$ cat config.mk
export PLATFORM = sky130hd
export DESIGN_NAME = fp_cmp_cc
export DESIGN_NICKNAME = d
export VERILOG_FILES = /design/src/rtl/fp_cmp_cc_pkg.sv /design/src/rtl/fp_cmp_decode.sv /design/src/rtl/fp_cmp_order.sv /design/src/rtl/fp_cmp_cc.sv
export SDC_FILE = /design/constraint.sdc
export NUM_CORES = 1
export LEC_CHECK = 0
export BUFFER_PORTS_ARGS = -buffer_cell sky130_fd_sc_hd__buf_2
export CORE_UTILIZATION = 43
export CTS_BUF_LIST = sky130_fd_sc_hd__clkbuf_4 sky130_fd_sc_hd__clkbuf_8 sky130_fd_sc_hd__clkbuf_16
export DETAILED_ROUTE_END_ITERATION = 16
export PLACE_DENSITY = 0.82
export SETUP_SLACK_MARGIN = 0.02
export SLEW_MARGIN = 0
export SYNTH_ARGS = -nofsm -noshare
export SYNTH_HDL_FRONTEND = slang
export SYNTH_SLANG_ARGS = --single-unit
$ cat constraint.sdc
create_clock -name clk -period 3.8 [get_ports clk]
set_clock_uncertainty 0.2 [all_clocks]
set_input_delay 0.57 -clock clk [delete_from_list [all_inputs] [get_ports clk]]
set_output_delay 0.57 -clock clk [all_outputs]
set_load 0.01 [all_outputs]
$ cat src/rtl/fp_cmp_cc_pkg.sv
package fp_cmp_cc_pkg;
   typedef enum logic [1:0] {
      FCC_EQ = 2'd0,
      FCC_LT = 2'd1,
      FCC_GT = 2'd2,
      FCC_UN = 2'd3
   } fcc_e;

   localparam logic [8:0] OPF_SGL_QUIET = 9'h051;
   localparam logic [8:0] OPF_DBL_QUIET = 9'h052;
   localparam logic [8:0] OPF_SGL_SIGNAL = 9'h055;
   localparam logic [8:0] OPF_DBL_SIGNAL = 9'h056;
endpackage

$ cat src/rtl/fp_cmp_decode.sv
module fp_cmp_decode
   import fp_cmp_cc_pkg::*;
(
   input  logic [8:0] opf,
   output logic       legal,
   output logic       is_dbl,
   output logic       is_sig
);
   always_comb begin
      legal  = 1'b1;
      is_dbl = 1'b0;
      is_sig = 1'b0;
      unique case (opf)
         OPF_SGL_QUIET:  ;
         OPF_DBL_QUIET:  is_dbl = 1'b1;
         OPF_SGL_SIGNAL: is_sig = 1'b1;
         OPF_DBL_SIGNAL: begin
            is_dbl = 1'b1;
            is_sig = 1'b1;
         end
         default: legal = 1'b0;
      endcase
   end

   always_comb begin
      if (!legal) assert (!is_dbl && !is_sig) else $error("p_decode_clean_r9");
   end
endmodule

$ cat src/rtl/fp_cmp_order.sv
module fp_cmp_order
   import fp_cmp_cc_pkg::*;
#(
   parameter int EXP_W  = 8,
   parameter int FRAC_W = 23
) (
   input  logic [EXP_W+FRAC_W:0] val_a,
   input  logic [EXP_W+FRAC_W:0] val_b,
   output logic                  any_nan,
   output fcc_e                  code
);
   localparam int W     = 1 + EXP_W + FRAC_W;
   localparam int MAG_W = W - 1;

   logic             sgn_a, sgn_b;
   logic [MAG_W-1:0] mag_a, mag_b;
   logic             nan_a, nan_b, zeros, mag_lt, mag_eq;

   assign sgn_a  = val_a[W-1];
   assign sgn_b  = val_b[W-1];
   assign mag_a  = val_a[MAG_W-1:0];
   assign mag_b  = val_b[MAG_W-1:0];
   assign nan_a  = (&val_a[W-2:FRAC_W]) && (|val_a[FRAC_W-1:0]);
   assign nan_b  = (&val_b[W-2:FRAC_W]) && (|val_b[FRAC_W-1:0]);
   assign zeros  = ~|mag_a && ~|mag_b;
   assign mag_lt = mag_a < mag_b;
   assign mag_eq = mag_a == mag_b;
   assign any_nan = nan_a | nan_b;

   always_comb begin
      if (any_nan)                          code = FCC_UN;
      else if (zeros || (sgn_a == sgn_b && mag_eq)) code = FCC_EQ;
      else if (sgn_a != sgn_b)              code = sgn_a ? FCC_LT : FCC_GT;
      else if (mag_lt ^ sgn_a)              code = FCC_LT;
      else                                  code = FCC_GT;
   end
endmodule

$ cat src/rtl/fp_cmp_cc.sv
module fp_cmp_cc
   import fp_cmp_cc_pkg::*;
#(
   parameter int SGL_EXP_W  = 8,
   parameter int SGL_FRAC_W = 23,
   parameter int DBL_EXP_W  = 11,
   parameter int DBL_FRAC_W = 52,
   parameter int STAT_W     = 32,
   parameter int FCC_LSB    = 10
) (
   input  logic                clk,
   input  logic                rst_n,
   input  logic                start,
   input  logic [8:0]          opf,
   input  logic [63:0]         op_a,
   input  logic [63:0]         op_b,
   input  logic [STAT_W-1:0]   status_in,
   output logic [1:0]          fcc,
   output logic [STAT_W-1:0]   status_out,
   output logic                done,
   output logic                exc,
   output logic                illegal
);
   localparam int SGL_W = 1 + SGL_EXP_W + SGL_FRAC_W;
   localparam int DBL_W = 1 + DBL_EXP_W + DBL_FRAC_W;
   localparam logic [STAT_W-1:0] FIELD_MASK = {{(STAT_W-2){1'b0}}, 2'b11} << FCC_LSB;

   generate
      if (DBL_W != 64) begin : g_bad_dbl
         $error("double operand width must be 64");
      end
      if (SGL_W > DBL_W) begin : g_bad_sgl
         $error("single operand wider than double");
      end
      if (FCC_LSB + 2 > STAT_W) begin : g_bad_field
         $error("condition field outside status word");
      end
   endgenerate

   logic legal, is_dbl, is_sig;
   logic nan_s, nan_d, nan_sel;
   fcc_e code_s, code_d, code_sel;

   fp_cmp_decode u_dec (
      .opf    (opf),
      .legal  (legal),
      .is_dbl (is_dbl),
      .is_sig (is_sig)
   );

   fp_cmp_order #(.EXP_W(SGL_EXP_W), .FRAC_W(SGL_FRAC_W)) u_sgl (
      .val_a   (op_a[SGL_W-1:0]),
      .val_b   (op_b[SGL_W-1:0]),
      .any_nan (nan_s),
      .code    (code_s)
   );

   fp_cmp_order #(.EXP_W(DBL_EXP_W), .FRAC_W(DBL_FRAC_W)) u_dbl (
      .val_a   (op_a),
      .val_b   (op_b),
      .any_nan (nan_d),
      .code    (code_d)
   );

   assign nan_sel  = is_dbl ? nan_d : nan_s;
   assign code_sel = is_dbl ? code_d : code_s;

   logic [1:0]        fcc_q;
   logic [STAT_W-1:0] stat_q;
   logic              done_q, exc_q, ill_q;

   always_ff @(posedge clk) begin
      if (!rst_n) begin
         fcc_q  <= '0;
         stat_q <= '0;
         done_q <= 1'b0;
         exc_q  <= 1'b0;
         ill_q  <= 1'b0;
      end else begin
         done_q <= start;
         exc_q  <= 1'b0;
         ill_q  <= 1'b0;
         if (start) begin
            if (!legal) begin
               ill_q  <= 1'b1;
               stat_q <= status_in;
            end else if (is_sig && nan_sel) begin
               exc_q  <= 1'b1;
               stat_q <= status_in;
            end else begin
               fcc_q  <= code_sel;
               stat_q <= (status_in & ~FIELD_MASK)
                         | ({{(STAT_W-2){1'b0}}, code_sel} << FCC_LSB);
            end
         end
      end
   end

   assign fcc        = fcc_q;
   assign status_out = stat_q;
   assign done       = done_q;
   assign exc        = exc_q;
   assign illegal    = ill_q;

   p_done_after_start_r2: assert property (@(posedge clk) disable iff (!rst_n)
      done |-> $past(start));
   p_other_bits_kept_r8: assert property (@(posedge clk) disable iff (!rst_n)
      done |-> (((status_out ^ $past(status_in)) & ~FIELD_MASK) == '0));
   p_trap_keeps_word_r6: assert property (@(posedge clk) disable iff (!rst_n)
      exc |-> (status_out == $past(status_in)) && $stable(fcc));
   p_illegal_keeps_word_r9: assert property (@(posedge clk) disable iff (!rst_n)
      illegal |-> (status_out == $past(status_in)) && $stable(fcc));
   p_flags_exclusive_r6: assert property (@(posedge clk) disable iff (!rst_n)
      !(exc && illegal));
   p_flags_need_done_r2: assert property (@(posedge clk) disable iff (!rst_n)
      (exc || illegal) |-> done);
   p_idle_hold_r13: assert property (@(posedge clk) disable iff (!rst_n)
      !start |=> $stable(status_out) && $stable(fcc) && !done);
endmodule

Word-level counts from Yosys, hierarchy flattened

Index checks and enable logic that the tools add are counted.

Output and inout bits: 37
Input port bits: 172
Logic and storage cells: 75
Bits in registers: 37

Bitwise logic cells: 6
Reductions and logical operators: 33
Multiplexer cells: 19
Eq/ne operators: 10
Magnitude comparators: 2

Operators with widths:

| cell               | count |
|---|---|
| $reduce_or 63->1   | 2 |
| $reduce_or 52->1   | 2 |
| $mux 32            | 2 |
| $eq 63x63->1       | 1 |
| $lt 63x63->1       | 1 |
| $reduce_or 31->1   | 2 |
| $reduce_or 23->1   | 2 |
| $eq 9x7->1 const B | 4 |
| $or 32x12->32      | 1 |
| $eq 31x31->1       | 1 |
| $lt 31x31->1       | 1 |
| $mux 2             | 11 |
| $reduce_and 11->1  | 2 |
| $reduce_and 8->1   | 2 |
| $logic_and 1x1->1  | 9 |
| $mux 1             | 6 |
| $reduce_and 3->1   | 2 |
| $logic_not 1->1    | 4 |
| $reduce_or 2->1    | 2 |
| $reduce_or 4->1    | 1 |
| $eq 1x1->1         | 2 |
| $logic_or 1x1->1   | 2 |
| $ne 1x1->1         | 2 |
| $or 1x1->1         | 2 |
| other kinds (3)    | 4 |

Longest topological paths before layout

Depth in word-level cells: 10
Depth in mapped cells: 10
Depth with buffers taken out: 10

Cells and area by module

Synthesis repeated with hierarchy kept, for this count alone.

Cells, all modules: 569
Area total of the unflattened synthesis: 4518.1 µm²

By module, submodules not included:

| module                | area each (µm²) | instances | sequential area each (µm²) | cells an instance |
|---|---|---|---|---|
| fp_cmp_order at u_dbl | 2000.7          | 1         | 0.0                        | 289 |
| fp_cmp_cc             | 1447.6          | 1         | 740.7                      | 127 |
| fp_cmp_order at u_sgl | 1006.0          | 1         | 0.0                        | 147 |
| fp_cmp_decode         | 63.8            | 1         | 0.0                        | 6 |

Least setup slack after synthesis

OpenSTA, ideal clock, no wires.

Path kind: input -> register
Start point: in op_b[29]
End point: reg stat_q[11] (netlist: status_out[11])
Setup time: 0.124 ns
Required time: 3.476 ns
Arrival time: 2.283 ns
Stages on the path: 9
Path slack: 1.193 ns
Cells stage by stage: inv_1 ha_1 nand4_1 nor4_1 nand3_1 o31ai_1 and4b_1 nor3_1 o22ai_1

Longest elaborated chain between the ends: 10
Elaborated cells on any way between the ends: 36
Those cells by class: order compare (2); eq/ne (2); mux (12); bitwise (5); reduce/logical (15)

RTL lines:

| element                                               | RTL line                               | text |
|---|---|---|
| start, declared                                       | fp_cmp_cc.sv:16                        | `input logic [63:0] op_b,` |
| $lt 63x63->1 (tied with other cells)                  | fp_cmp_order.sv:26                     | `assign mag_lt = mag_a < mag_b;` |
| $xor 1x1->1 / $logic_not 1->1 (equally long branches) | fp_cmp_order.sv:34, fp_cmp_order.sv:25 |  |
| $mux 2 / $logic_and 1x1->1 (equally long branches)    | fp_cmp_order.sv:34, fp_cmp_order.sv:25 |  |
| $mux 2 / $logic_or 1x1->1 (equally long branches)     | fp_cmp_order.sv:33, fp_cmp_order.sv:32 |  |
| $mux 2                                                | fp_cmp_order.sv:32                     | `else if (zeros \|\| (sgn_a == sgn_b && mag_eq)) code = FCC_EQ;` |
| $mux 2                                                | fp_cmp_order.sv:31                     | `if (any_nan) code = FCC_UN;` |
| $mux 2                                                | fp_cmp_cc.sv:66                        | `assign code_sel = is_dbl ? code_d : code_s;` |
| $or 32x12->32                                         | fp_cmp_cc.sv:93                        | `\| ({{(STAT_W-2){1'b0}}, code_sel} << FCC_LSB);` |
| $mux 32 *                                             | fp_cmp_cc.sv:87                        | `end else if (is_sig && nan_sel) begin` |
| $mux 32 *                                             | fp_cmp_cc.sv:84                        | `if (!legal) begin` |
| end signal, assigned                                  | fp_cmp_cc.sv:86                        | `stat_q <= status_in;` |
| end signal, assigned                                  | fp_cmp_cc.sv:89                        | `stat_q <= status_in;` |
| end signal, assigned                                  | fp_cmp_cc.sv:92                        | `stat_q <= (status_in & ~FIELD_MASK)` |
| end, declared                                         | fp_cmp_cc.sv:69                        | `logic [STAT_W-1:0] stat_q;` |

Mark *: on every way between the ends. The rest lies on a longest branch, timed or not.
A chain may end at the register's enable or synchronous reset.

Worst setup path after layout

Ends and elaborated chain as after synthesis.

==> key figures <==
Status
  • Status: complete, no violations

Yosys
  • Post-synth EDFFs: 0
  • Flop and latch count out of synthesis: 37
  • Main combinational cell family by area after synthesis: simple AND/OR/NAND/NOR gates
  • Synth Area in Adders: 22.4%
  • Post-synthesis mux area share: 9.12%
  • Synth Area in Simple Gates: 26.6%
  • Post-Syn Instances: 449
  • Syn Area/Cell: 7.85 µm²
  • Cell Area, Synth: 0.00352 mm²
  • Synth Area in Compound Gates: 12.3%
  • Post-Synth XOR/XNOR Area: 0.497%
  • Cell variety after synth: 44
  • Async set or reset register ratio after synthesis: 0%
  • Seq/Total Area, Yosys: 21.0%
  • Ys flop type: dfxtp_1
  • Net count after synthesis: 684
  • Syn. warnings: 0

Clocking
  • Maximum clock path buffer count: 2
  • CTS Sinks: 37
  • Clock slew at reported path FFs: 70 ps
  • CTS root buf: clkbuf_8
  • CTS H-tree depth: 2
  • # hold bufs at CTS: 0
  • # resized after CTS: 0
  • CTS tree: yes
  • Post-CTS Setup Bufs: 0
  • Insertion delay to the later sink of the worst-skew pair: 290 ps
  • Total CTS buffers: 5

Drt
  • Top routing layer in use: met4
  • Routed len/inst: 14.1 µm
  • 1st-iter DRT viols: 126
  • Post-Route M1 WL: 4680 µm
  • Final wirelength: 10700 µm
  • DR vias: 3993
  • Met2 WL post-DR: 5350 µm
  • Met3 WL: 520 µm
  • Post-route ant nets: 0
  • Vias/cell: 5.23
  • Drt drc: 0
  • First drt pass iteration count: 4

STA
  • Worst-Margin Slew: 590 ps
  • Crit path time final: 2800 ps
  • Final worst slack: 999 ps
  • RSZ-0062 raised after global routing: no
  • Setup violators final: 0
  • F_max: 357 MHz
  • Total negative slack: 0 ps
  • Crit share post-route: 73.7%
  • Final count of hold timing violations: 0
  • Relative slew slack: 60.3%
  • Final Max Slew Viols: 0

Power
  • Pwr dens: 222 mW/mm²
  • Peak VDD IR: 145 µV
  • Pleak: 2.59 nW
  • Overall power: 1.06 mW

Layout
  • Share of layout cells above drive strength 1: 34.4%
  • Nets: 893
  • Area Overhead vs Synth: 35.2%
  • Layout Cells excl Fill: 763
  • Final core occ: 61.0%

Critical path
  • Worst R2R Start: status_out[10]
  • Startpoint Class: input pin
  • Setup crit end kind: flop
  • Crit Path Class: in2reg
  • Worst reg2reg path depth: 3
  • CP Launch Point: op_b[29]
  • WP data required: 3760 ps
  • Crit-path max FO: 3
  • Arrival time of the worst setup path: 2760 ps

Worst hold path
  • Worst Min Path Start: fcc[1]
  • Tightest Hold Check Type: reg2reg
  • Hold Path Stages: 2

Floorplanning
  • Ports: 209
  • Rows: 32
  • Die H: 92.5 µm
  • Core area: 0.00781 mm²
  • Die W: 92.5 µm
  • Starting Density: 45.1%
  • Die area: 0.00856 mm²

Placed design
  • Hpwl dp: 9470 µm
  • Routability-driven placement congestion ratio: 0.929
  • I/O Buffers: 208
  • Pre-CTS setup slack: 712 ps
  • Placed cell count: 753

Global routing
  • Vias in the first global route: 3883
  • First-pass GRT wire length: 17300 µm
  • Remaining global-route overflow: 0
  • Initial antenna violation count: 0
  • Pin count of the biggest net entering global routing: 31
  • GRT Total Usage: 25.0%

Flow run
  • Max_cap viols: 0
## critical path, stage by stage
cell and delay (ps):
buf_2 100, inv_1 40, ha_1 310, nand4_1 160, nor4_1 430, nand3_1 170, o31ai_1 420, and4b_1 250
nor3_1 190, o22ai_1 110
## sequential cells by signal, summed over array words and instances (netlist names)
| signal | count |
|---|---|
| status_out | 32 |
| fcc | 2 |
| done | 1 |
| exc | 1 |
| illegal | 1 |
## path summary, 6_finish.rpt
kind,slack [ps],to
max,1000,status_out[11]
min,260,fcc[1]
max reg2reg,2660,status_out[10]
min reg2reg,260,fcc[1]
## cells in the final DEF, fill, tap and decap left out, drive strengths merged, types with 26 or more instances in the layout
cell type	n
a21oi	31
nor4	30
mux2i	31
inv	68
nand2	26
ha	63
dfxtp	37
nor2	27
buf	209
nand4	27
## where the power goes
part	internal [mW]	switching [mW]	total (mW)	leakage, nW
sequential	0.409	0.00978	0.419	0.305
clock	0.127	0.141	0.267	0.0439
combinational	0.177	0.195	0.372	2.24
total	0.713	0.345	1.06	2.59
## synth_stat cells, types with 2 or more instances
cell type	count	area share [%]
inv_1	68	7.2
ha_1	63	22
dfxtp_1	37	21
a21oi_1	31	4.4
mux2i_1	31	8.8
nor4_1	29	5.1
nand4_1	27	4.8
nor2_1	27	2.9
nand2_1	26	2.8
nor2b_1	18	3.2
o21ai_0	14	2.0
nor3_1	13	1.8
nand3_1	10	1.4
a211oi_1	5	1.1
and3_1	4	0.71
clkbuf_1	4	0.43
and4_1	3	0.75
buf_1	3	0.32
a21boi_0	2	0.43
a221oi_1	2	0.50
nor3_2	2	0.57
o211ai_1	2	0.43
o21a_1	2	0.43
o21ai_1	2	0.28
o22a_1	2	0.50
o31ai_1	2	0.43
or2_2	2	0.35
xor2_1	2	0.50
## logic make-up after synthesis
group,count (synthesis)
and+or+nand+nor,169
buffers and inverters,76
AOI/OAI and AO/OA,70
adders and majority gates,63
DFF,37
muxes,32
xor gates and xnor gates,2
## final cells by class
type | count | area [µm²]
Fill cell | 705 | 3040
Multi-Input combinational cell | 336 | 2500
Timing Repair Buffer | 209 | 1050
Sequential cell | 37 | 741
Inverter | 69 | 259
Tap cell | 102 | 128
Clock buffer | 5 | 68.8
Clock inverter | 3 | 17.5
Antenna cell | 2 | 5.00
## per-layer routing
metal  vias to the layer above  global-route usage, %
met4                         0                   8.07
met1                      1774                   30.2
met2                       143                   45.1
met3                        21                   3.61
met5                         -                      0
li1                       2055                      -
## through the flow
stage / instance area (µm²) / hold slack (ps)
after detailed placement: 4670 / 258
after CTS: 4760 / 268
final: 4770 / 262
after global placement: 4670 / 258
after floorplan: 3520 / 286
after global routing: 4760 / 293
(Power assumes the default switching activity.)
